`src/rtl/lt_walk_pkg.sv`:
```
package lt_walk_pkg;
  typedef enum logic [1:0] {BPP1 = 2'd0, BPP2 = 2'd1, BPP4 = 2'd2, BPP8 = 2'd3} bpp_e;

  // log2 of microtile width in pixels
  function automatic logic [2:0] tile_w_log2(bpp_e code);
    case (code)
      BPP1, BPP2: tile_w_log2 = 3'd3;
      BPP4:       tile_w_log2 = 3'd2;
      default:    tile_w_log2 = 3'd1;
    endcase
  endfunction

  // log2 of microtile height in pixels
  function automatic logic [2:0] tile_h_log2(bpp_e code);
    tile_h_log2 = (code == BPP1) ? 3'd3 : 3'd2;
  endfunction
endpackage

```
`src/rtl/lt_swizzle.sv`:
```
module lt_swizzle
  import lt_walk_pkg::*;
#(
  parameter int AW = 32,
  parameter bit Y_AXIS = 1'b0
) (
  input  logic [AW-1:0] v,
  input  bpp_e          code,
  output logic [AW-1:0] c
);
  generate
    if (Y_AXIS) begin : g_y
      always_comb begin
        case (code)
          BPP1:    c = (v & AW'(7)) << 3;
          default: c = (v & AW'(3)) << 4;
        endcase
      end
    end else begin : g_x
      always_comb begin
        case (code)
          BPP1:    c = (v & AW'(7))        | ((v & ~AW'(7)) << 3);
          BPP2:    c = ((v & AW'(7)) << 1) | ((v & ~AW'(7)) << 3);
          BPP4:    c = ((v & AW'(3)) << 2) | ((v & ~AW'(3)) << 4);
          default: c = ((v & AW'(1)) << 3) | ((v & ~AW'(1)) << 5);
        endcase
      end
    end
  endgenerate
endmodule

```
`src/rtl/lt_align_check.sv`:
```
module lt_align_check
  import lt_walk_pkg::*;
#(
  parameter int CW = 12
) (
  input  logic [CW-1:0] x,
  input  logic [CW-1:0] y,
  input  logic [CW-1:0] w,
  input  logic [CW-1:0] h,
  input  bpp_e          code,
  output logic          misaligned
);
  logic [CW-1:0] wmask, hmask;
  always_comb begin
    wmask = (CW'(1) << tile_w_log2(code)) - CW'(1);
    hmask = (CW'(1) << tile_h_log2(code)) - CW'(1);
    misaligned = |(x & wmask) | |(w & wmask) | |(y & hmask) | |(h & hmask);
  end
endmodule

```
`src/rtl/lt_walk_core.sv`:
```
module lt_walk_core #(
  parameter int CW = 12,
  parameter int AW = 32
) (
  input  logic          clk,
  input  logic          rst_n,
  input  logic          load,
  input  logic [CW-1:0] width,
  input  logic [CW-1:0] height,
  input  logic [AW-1:0] x_init,
  input  logic [AW-1:0] y_init,
  input  logic [AW-1:0] row_incr,
  input  logic [AW-1:0] x_mask,
  input  logic [AW-1:0] y_mask,
  input  logic [AW-1:0] pix_bytes,
  input  logic [AW-1:0] lin_pitch,
  input  logic          ready,
  output logic          valid,
  output logic [AW-1:0] tiled,
  output logic [AW-1:0] lin,
  output logic          done
);
  logic          active;
  logic [CW-1:0] col, row, w_q, h_q;
  logic [AW-1:0] xrow, xcur, ycur, xm, ym, incr_q, lrow, lcur, step_q, lstr_q;
  logic [AW-1:0] x_next, y_next, xrow_next, lrow_next;
  logic          last_col, last_row, fire;

  always_comb begin
    fire      = active & ready;
    last_col  = (col == w_q - CW'(1));
    last_row  = (row == h_q - CW'(1));
    x_next    = (xcur - xm) & xm;
    y_next    = (ycur - ym) & ym;
    xrow_next = (y_next == '0) ? xrow + incr_q : xrow;
    lrow_next = lrow + lstr_q;
  end

  always_ff @(posedge clk or negedge rst_n) begin
    if (!rst_n) begin
      active <= 1'b0; done <= 1'b0;
      col <= '0; row <= '0; w_q <= '0; h_q <= '0;
      xrow <= '0; xcur <= '0; ycur <= '0; xm <= '0; ym <= '0;
      incr_q <= '0; lrow <= '0; lcur <= '0; step_q <= '0; lstr_q <= '0;
    end else begin
      done <= 1'b0;
      if (load) begin
        active <= (width != '0) && (height != '0);
        done   <= (width == '0) || (height == '0);
        col <= '0; row <= '0; w_q <= width; h_q <= height;
        xrow <= x_init; xcur <= x_init; ycur <= y_init;
        xm <= x_mask; ym <= y_mask; incr_q <= row_incr;
        lrow <= '0; lcur <= '0; step_q <= pix_bytes; lstr_q <= lin_pitch;
      end else if (fire) begin
        if (last_col) begin
          col <= '0;
          if (last_row) begin
            active <= 1'b0;
            done   <= 1'b1;
          end else begin
            row  <= row + CW'(1);
            ycur <= y_next;
            xrow <= xrow_next;
            xcur <= xrow_next;
            lrow <= lrow_next;
            lcur <= lrow_next;
          end
        end else begin
          col  <= col + CW'(1);
          xcur <= x_next;
          lcur <= lcur + step_q;
        end
      end
    end
  end

  assign valid = active;
  assign tiled = xcur + ycur;
  assign lin   = lcur;

  AST_HOLD_VALID: assert property (@(posedge clk) disable iff (!rst_n)
    valid && !ready |=> valid);
  AST_HOLD_ADDR: assert property (@(posedge clk) disable iff (!rst_n)
    valid && !ready |=> $stable(tiled) && $stable(lin));
  AST_DONE_PULSE: assert property (@(posedge clk) disable iff (!rst_n)
    done |=> !done);
  AST_DONE_IDLE: assert property (@(posedge clk) disable iff (!rst_n)
    done |-> !valid);
  AST_FIELDS_APART: assert property (@(posedge clk) disable iff (!rst_n)
    valid |-> ((xcur & ycur) == '0));
endmodule

```
`src/rtl/lt_addr_walker.sv`:
```
module lt_addr_walker
  import lt_walk_pkg::*;
#(
  parameter int CW = 12,
  parameter int AW = 32
) (
  input  logic          clk,
  input  logic          rst_n,
  input  logic          start,
  input  logic [CW-1:0] box_x,
  input  logic [CW-1:0] box_y,
  input  logic [CW-1:0] box_w,
  input  logic [CW-1:0] box_h,
  input  logic [1:0]    bpp_sel,
  input  logic [AW-1:0] tile_stride,
  input  logic [AW-1:0] lin_stride,
  input  logic          out_ready,
  output logic          unaligned,
  output logic          out_valid,
  output logic [AW-1:0] tiled_addr,
  output logic [AW-1:0] lin_addr,
  output logic          done
);
  localparam int PAD = AW - CW;

  bpp_e          code;
  logic          load, misaligned;
  logic [AW-1:0] org_x, org_y, stride_px, rows_above, pix_bytes;
  logic [AW-1:0] sx, sy, sincr, xmask, ymask, x_init;

  always_comb begin
    code       = bpp_e'(bpp_sel);
    load       = start && !out_valid;
    org_x      = {{PAD{1'b0}}, box_x};
    org_y      = {{PAD{1'b0}}, box_y};
    stride_px  = tile_stride >> bpp_sel;
    rows_above = org_y >> tile_h_log2(code);
    pix_bytes  = AW'(1) << bpp_sel;
    x_init     = sx + sincr * rows_above;
  end

  lt_swizzle #(.AW(AW), .Y_AXIS(1'b0)) i_sw_x     (.v(org_x),     .code(code), .c(sx));
  lt_swizzle #(.AW(AW), .Y_AXIS(1'b1)) i_sw_y     (.v(org_y),     .code(code), .c(sy));
  lt_swizzle #(.AW(AW), .Y_AXIS(1'b0)) i_sw_incr  (.v(stride_px), .code(code), .c(sincr));
  lt_swizzle #(.AW(AW), .Y_AXIS(1'b0)) i_sw_xmask (.v('1),        .code(code), .c(xmask));
  lt_swizzle #(.AW(AW), .Y_AXIS(1'b1)) i_sw_ymask (.v('1),        .code(code), .c(ymask));

  lt_align_check #(.CW(CW)) i_align (
    .x(box_x), .y(box_y), .w(box_w), .h(box_h), .code(code), .misaligned(misaligned)
  );

  always_ff @(posedge clk or negedge rst_n) begin
    if (!rst_n) unaligned <= 1'b0;
    else if (load) unaligned <= misaligned;
  end

  lt_walk_core #(.CW(CW), .AW(AW)) i_core (
    .clk(clk), .rst_n(rst_n), .load(load),
    .width(box_w), .height(box_h),
    .x_init(x_init), .y_init(sy), .row_incr(sincr),
    .x_mask(xmask), .y_mask(ymask),
    .pix_bytes(pix_bytes), .lin_pitch(lin_stride),
    .ready(out_ready), .valid(out_valid),
    .tiled(tiled_addr), .lin(lin_addr), .done(done)
  );

  AST_ZERO_BOX: assert property (@(posedge clk) disable iff (!rst_n)
    load && (box_w == '0 || box_h == '0) |=> done && !out_valid);
  AST_BUSY_KEEPS_FLAG: assert property (@(posedge clk) disable iff (!rst_n)
    out_valid && !$fell(out_valid) |=> $stable(unaligned) || $past(load));
endmodule

```
`config.mk`:
```
export PLATFORM = sky130hd
export DESIGN_NAME = lt_addr_walker
export DESIGN_NICKNAME = d
export VERILOG_FILES = /design/src/rtl/lt_walk_pkg.sv /design/src/rtl/lt_swizzle.sv /design/src/rtl/lt_align_check.sv /design/src/rtl/lt_walk_core.sv /design/src/rtl/lt_addr_walker.sv
export SDC_FILE = /design/constraint.sdc
export NUM_CORES = 2
export LEC_CHECK = 0
export ABC_AREA = 1
export BUFFER_PORTS_ARGS = -buffer_cell sky130_fd_sc_hd__buf_2
export CORE_ASPECT_RATIO = 0.8
export CORE_MARGIN = 5
export CORE_UTILIZATION = 50
export DETAILED_ROUTE_END_ITERATION = 10
export GPL_ROUTABILITY_DRIVEN = 0
export GPL_TIMING_DRIVEN = 0
export PLACE_DENSITY = 0.74
export SKIP_CTS_REPAIR_TIMING = 1
export SYNTH_ARGS = -nofsm -noshare
export SYNTH_HDL_FRONTEND = slang
export SYNTH_SLANG_ARGS = --single-unit
```
`constraint.sdc`:
```
create_clock -name clk -period 3.9 [get_ports clk]
set_input_delay 0.39 -clock clk [delete_from_list [all_inputs] [get_ports clk]]
set_output_delay 0.39 -clock clk [all_outputs]
set_load 0.005 [all_outputs]
```
Word level (Yosys, flattened, before mapping)
Cells that the tools add are included.
{"block": "op_classes", "n_bitwise": 18, "n_reduce_logical": 21, "multipliers": 1, "add_sub_neg": 13, "n_mux": 41, "n_shift": 5, "eq_ne": 6}
{"op": "$mux W32", "n": 19}
{"op": "$add A32 B32 Y32", "n": 5}
{"op": "$or A4 B32 Y32", "n": 3}
{"op": "$pmux W32 S3", "n": 1}
{"op": "$mux W12", "n": 7}
{"op": "$and A32 B32 Y32", "n": 2}
{"op": "$sub A32 B32 Y32", "n": 2}
{"op": "$pmux W17 S3", "n": 1}
{"op": "$and A12 B12 Y12", "n": 4}
{"op": "$reduce_or A12 Y1", "n": 4}
{"op": "$logic_not A32 Y1", "n": 1}
{"op": "$mul A32 B32 Y32", "n": 1}
{"op": "$or A3 B32 Y32", "n": 1}
{"op": "$shl A1 B2 Y32 const A", "n": 1}
{"op": "$shr A12 B3 Y32", "n": 1}
{"op": "$shr A32 B2 Y29", "n": 1}
{"op": "$add A12 B1 Y12 const B", "n": 2}
{"op": "$eq A12 B12 Y1", "n": 2}
{"op": "$logic_not A12 Y1", "n": 2}
{"op": "$reduce_bool A12 Y1", "n": 2}
{"op": "$sub A12 B1 Y12 const B", "n": 2}
{"op": "$sub A12 B2 Y12 const B", "n": 2}
{"op": "$or A4 B17 Y17", "n": 1}
{"op": "$or A4 B16 Y16", "n": 1}
{"op": "23 further kinds", "n": 37}
{"block": "totals", "out_inout_bits": 67, "word_cells": 122, "input_bits": 118, "ff_bits": 371}

Depth between registers and ports, before layout
{"block": "logic_depth", "ltp_word": 10, "ltp_mapped": 38, "depth_no_buf": 35}

Modules after synthesis
A second synthesis with hierarchy kept.
{"block": "unflattened", "hier_cells": 5872, "hier_area_um2": 40878.0}
{"module": "lt_walk_core", "seq_area_each_um2": 9258.9, "instances": 1, "cells_per_inst": 3950, "area_each_um2": 27294.9}
{"module": "lt_addr_walker", "seq_area_each_um2": 25.0, "instances": 1, "cells_per_inst": 1405, "area_each_um2": 10896.7}
{"module": "lt_swizzle (i_sw_incr ...)", "seq_area_each_um2": 0.0, "instances": 3, "cells_per_inst": 137, "area_each_um2": 676.9}
{"module": "lt_swizzle (i_sw_y ...)", "seq_area_each_um2": 0.0, "instances": 2, "cells_per_inst": 38, "area_each_um2": 260.2}
{"module": "lt_align_check", "seq_area_each_um2": 0.0, "instances": 1, "cells_per_inst": 30, "area_each_um2": 135.1}

Worst setup path before layout
No wires, ideal clock.
{"block": "synth_path", "path_type": "in2reg", "from": "input bpp_sel[0]", "to": "register i_core.xrow[31]", "arrival_ps": 7112, "required_ps": 3823, "path_slack_ps": -3289, "setup_ps": 77, "stages": 34, "path_buffers": 4, "cell_sequence": "buf_2 > nor2_1 > buf_2 > buf_4 > clkbuf_1 > nand2_1 > o21ai_1 > nand2_1 > fa_1 > inv_1 > fa_1 > inv_1 > fa_1 > fa_1 > inv_1 > ha_1 > ha_1 > fa_1 > inv_1 > fa_1 > inv_1 > ha_1 > a21oi_1 > nor2_1 > nor2_1 > nand3_1 > a21o_1 > nand2_1 > inv_1 > nor2_1 > inv_1 > nand2_1 > nand3_1 > a21oi_1"}
{"block": "synth_via", "elab_chain_len": 6, "word_cells_on_any_way": 15, "classes_between": "add/sub: 1; mul: 1; eq/ne: 2; shift: 2; mux: 4; bitwise: 4; reduce/logical: 1"}
{"item": "start: declaration", "line": "lt_addr_walker.sv:14", "source": "input logic [1:0] bpp_sel,"}
{"item": "$shr A32 B2 Y29 or $logic_not A2 Y1 (tied branches)", "line": "lt_addr_walker.sv:36, lt_walk_pkg.sv:15, lt_swizzle.sv:21"}
{"item": "$or A3 B32 Y32, or another cell as far along", "line": "lt_swizzle.sv:22", "source": "BPP1: c = (v & AW'(7)) | ((v & ~AW'(7)) << 3);"}
{"item": "$pmux W32 S3 or $shr A12 B3 Y32 (tied branches)", "line": "lt_swizzle.sv:21, lt_addr_walker.sv:37"}
{"item": "$mul A32 B32 Y32", "line": "lt_addr_walker.sv:39", "source": "x_init = sx + sincr * rows_above;"}
{"item": "$add A32 B32 Y32 *", "line": "lt_addr_walker.sv:39"}
{"item": "$mux W32 *", "line": "lt_walk_core.sv:47", "source": "if (load) begin"}
{"item": "end signal: assignment", "line": "lt_walk_core.sv:51", "source": "xrow <= x_init; xcur <= x_init; ycur <= y_init;"}
{"item": "end signal: assignment", "line": "lt_walk_core.sv:63", "source": "xrow <= xrow_next;"}
{"item": "end: declaration", "line": "lt_walk_core.sv:25", "source": "logic [AW-1:0] xrow, xcur, ycur, xm, ym, incr_q, lrow, lcur, step_q, lstr_q;"}
Mark *: on every way between the ends. The rest lies on a longest branch, timed or not.
A chain may end at the register's enable or synchronous reset.

Worst setup path after layout
{"block": "layout_path", "from": "input bpp_sel[0]", "to": "register i_core.xcur[29]"}
{"block": "layout_via", "elab_chain_len": 6, "word_cells_on_any_way": 15, "classes_between": "add/sub: 1; mul: 1; eq/ne: 2; shift: 2; mux: 4; bitwise: 4; reduce/logical: 1"}
{"item": "$shr A32 B2 Y29 or $logic_not A2 Y1 (tied branches)", "line": "lt_addr_walker.sv:36, lt_walk_pkg.sv:15, lt_swizzle.sv:21"}
{"item": "$or A3 B32 Y32, or another cell as far along", "line": "lt_swizzle.sv:22"}
{"item": "$pmux W32 S3 or $shr A12 B3 Y32 (tied branches)", "line": "lt_swizzle.sv:21, lt_addr_walker.sv:37"}
{"item": "$mul A32 B32 Y32", "line": "lt_addr_walker.sv:39"}
{"item": "$add A32 B32 Y32 *", "line": "lt_addr_walker.sv:39"}
{"item": "$mux W32 *", "line": "lt_walk_core.sv:47"}
{"item": "end signal: assignment", "line": "lt_walk_core.sv:51"}
{"item": "end signal: assignment", "line": "lt_walk_core.sv:64", "source": "xcur <= xrow_next;"}
{"item": "end signal: assignment", "line": "lt_walk_core.sv:70", "source": "xcur <= x_next;"}
{"item": "end: declaration", "line": "lt_walk_core.sv:25"}
Marks and branches as above.

==> impl_metrics.py <==
metrics = {
    "outcome": {
        "outcome": "finished, violations left",
        "violations": "negative hold slack, negative setup slack",
    },
    "drt": {
        "detail-route-antenna-nets": 0,
        "drtPass1Iterations": 8,
        "routed_wirelength_um": 117000,
        "drt_iter0_markers": 4868,
        "vias": 33100,
        "drc": 0,
        "wl_per_cell_um": 20.6,
        "viasPerCell": 5.84,
    },
    "setup_path": {
        "cp_max_fo": 8,
        "crit_top_cell": "fa_1",
        "arrival_ps": 7030,
        "setup.worst_path.start_class": "primary input",
        "crit_required_ps": 4380,
        "crit_type": "in -> reg",
        "end_kind": "register",
        "slowest_delay_ps": 560,
        "worstReg2RegStart": "i_core.xm[30]$_DFFE_PN0P_",
        "worstSetupStartpoint": "bpp_sel[0]",
        "cpMaxStageDelayCell": "fa_1",
    },
    "synthesis": {
        "ys_seq_area_share_pct": 20.7,
        "synthTopCellsByArea": "dfrtp_1 21%, nand2_1 14%, fa_1 13%, ha_1 11%, inv_1 9.2%",
        "syn-num-nets": 5100,
        "synth_top_area_share_pct": 20.7,
        "async_flop_share_pct": 100,
        "synthCells": 4519,
        "synthFlopType": "dfrtp_1",
        "synth_warnings": 0,
        "synth.avg_cell_area_um2": 6.75,
        "synth_edf_count": 0,
        "synth.distinct_cells": 59,
        "syn_area_um2": 30500,
        "ys_ff_latch": 252,
        "yosys.area.top_type": "dfrtp_1",
    },
    "sta": {
        "layout_min_cycle_time_ps": 6560,
        "report.final.slew_viol_count": 0,
        "fin_hold_ws_ps": -6.36,
        "fin_ws_ps": -2660,
        "finalCritPeriodShare_pct": 168,
        "worst_pin_slew_ps": 1160,
        "max_freq_mhz": 152,
        "grt_setup_unrepaired": "true",
        "relSlewSlack_pct": 22.4,
        "fin_skew_ps": 16.2,
        "hold_viol": 7,
        "finalSetupViolCount": 57,
    },
    "cells_and_area": {
        "drive_above_1_share_pct": 17.5,
        "seqCellArea_um2": 6310,
        "finalNetCount": 5438,
        "area_growth_pct": 22.0,
        "multiInputGateArea_um2": 23300,
        "n_fill_cell": 5289,
    },
    "placement": {
        "hpwl_um": 90300,
        "port_buffers": 181,
    },
    "worst_hold_path": {
        "holdCritStartpoint": "lin_stride[18]",
        "worstHoldPathType": "in -> reg",
    },
    "clock_tree": {
        "cts_made_buffers": 27,
        "clock_latency_ps": 600,
        "cts_sinks": 252,
        "h-tree-depth": 1,
        "path_clk_slew_ps": 60,
        "cts_tree": "yes",
        "cts_root_buf": "clkbuf_16",
        "cts_buffer_depth": 3,
    },
    "flow_run": {
        "maxCapViolCount": 0,
    },
    "floorplanning": {
        "initial_core_util_pct": 50.2,
        "boundaryPins": 185,
        "die_h_um": 231,
        "core_um2": 60800,
        "rows": 81,
        "fp.dieW_um": 286,
        "die-area_um2": 66100,
    },
    "global_routing": {
        "antenna_found_initial": 3,
        "gr-usage-met1_pct": 48.0,
        "met3_usage_pct": 9.87,
        "gr-max-usage-layer": "met1",
        "gr-total-overflow": 0,
        "grt_usage_pct": 32.5,
        "grt_util_met2_pct": 46.2,
        "first_global_vias": 29500,
        "grt_max_degree": 105,
        "grt_first_pass_wirelength_um": 169000,
    },
}
-- metrics by stage --
stage / setup WS [ps] / setup TNS (ps) / area, um^2 / utilization, % / cells
floorplan: -2530 / -110820 / 31700 / - / 4519
global placement: -3980 / -764620 / 33600 / 55.3 / 5488
detailed placement: -4070 / -179900 / 33700 / 55.4 / 5490
CTS: -3470 / -146290 / 34600 / 56.9 / 5538
global route: -2850 / -124240 / 37200 / 61.2 / 5666
finish: -2660 / -116800 / 37200 / 61.2 / 5666
-- synthesized netlist by cell type, drive strengths merged (12+ instances only) --
library cell  number
nand2           1149
inv              751
nor2             575
o21ai            315
nand3            269
ha               268
dfrtp            252
fa               195
a21oi            193
xor2              94
nor3              63
clkbuf            60
nand4             58
buf               49
xnor2             39
nand3b            17
o21bai            17
nor4              16
o21a              14
o31ai             14
a21boi            12
a31oi             12
-- layout by cell type (no fill, tap or decap), types with 48 or more instances in the layout --
master / netlist / routed
nand2_1: 1147 / 1088
inv_1: 744 / 682
nor2_1: 569 / 495
dfrtp_1: 252 / 252
nand3_1: 268 / 243
o21ai_0: 289 / 231
ha_1: 268 / 197
buf_2: 20 / 195
fa_1: 195 / 186
a21oi_1: 193 / 156
buf_4: 6 / 114
xor2_1: 94 / 94
ha_4: 0 / 69
inv_2: 7 / 60
nor3_1: 62 / 58
nand4_1: 58 / 58
clkbuf_1: 59 / 48
-- worst max-delay path: cells and delay by family --
family | cells | cell delay [ps]
fa+ha+maj | 9 | 3880
simple gates | 11 | 1160
buf+inv | 10 | 1020
compound gates | 3 | 560
-- flip-flops by register name, summed over array words and instances (netlist names) --
register and count:
i_core.h_q 12, i_core.lstr_q 32, i_core.ycur 3, i_core.xrow 32, i_core.step_q 3, i_core.lin 32
i_core.incr_q 30, unaligned 1, i_core.valid 1, i_core.w_q 12, i_core.xm 5, i_core.lrow 32
i_core.xcur 32, i_core.row 12, i_core.col 12, i_core.done 1
-- final timing paths --
path / slack (ps) / end / depth (start not counted)
max: -2660 / i_core.xcur[29]$_DFFE_PN0P_ / 33
min reg2reg: 480 / i_core.lstr_q[28]$_DFFE_PN0P_ / 2
min: -6 / i_core.lstr_q[18]$_DFFE_PN0P_ / 3
max reg2reg: 120 / i_core.xcur[13]$_DFFE_PN0P_ / 16
min in group asynchronous: 290 / i_core.lstr_q[22]$_DFFE_PN0P_ / 2
max in group asynchronous: 2670 / i_core.incr_q[29]$_DFFE_PN0P_ / 3
-- layout make-up --
class	count	area share, %
repair buffers	307	5.47
repair inverters	1	0.0168
inverters	761	7.85
well taps	788	2.65
clock inverters	12	0.444
flip-flops and latches	252	16.9
plain buffers	109	2.06
diodes	2	0.0134
multi-input cells	3398	62.6
clock buffers	36	1.99
-- per-layer routing --
| metal | part of all wire [%] | routed length (um) | vias up |
|---|---|---|---|
| met5 | 0.13 | 147 | - |
| met3 | 15 | 17300 | 409 |
| met2 | 40 | 46300 | 2190 |
| li1 | - | - | 15000 |
| met1 | 41 | 47300 | 15500 |
| met4 | 4.8 | 5660 | 4 |
-- cells by family (layout without fill, tap and decap cells) --
logic type / Yosys count / count (layout) / synth area share, %
flip-flops: 252 / 252 / 20.7
buffers and inverters: 870 / 1226 / 10.9
other: 1 / 3 / 0.0123
adder cells (fa/ha/maj): 463 / 463 / 23.8
multiplexers: 2 / 2 / 0.0656
AND/OR/NAND/NOR: 2172 / 2172 / 29.3
XOR/XNOR: 133 / 133 / 3.82
AO/OA/AOI/OAI: 626 / 627 / 11.4
Power is left out: the tool's default activity adds up to more than one toggle a clock period on the data nets, which glitch-free logic cannot reach.
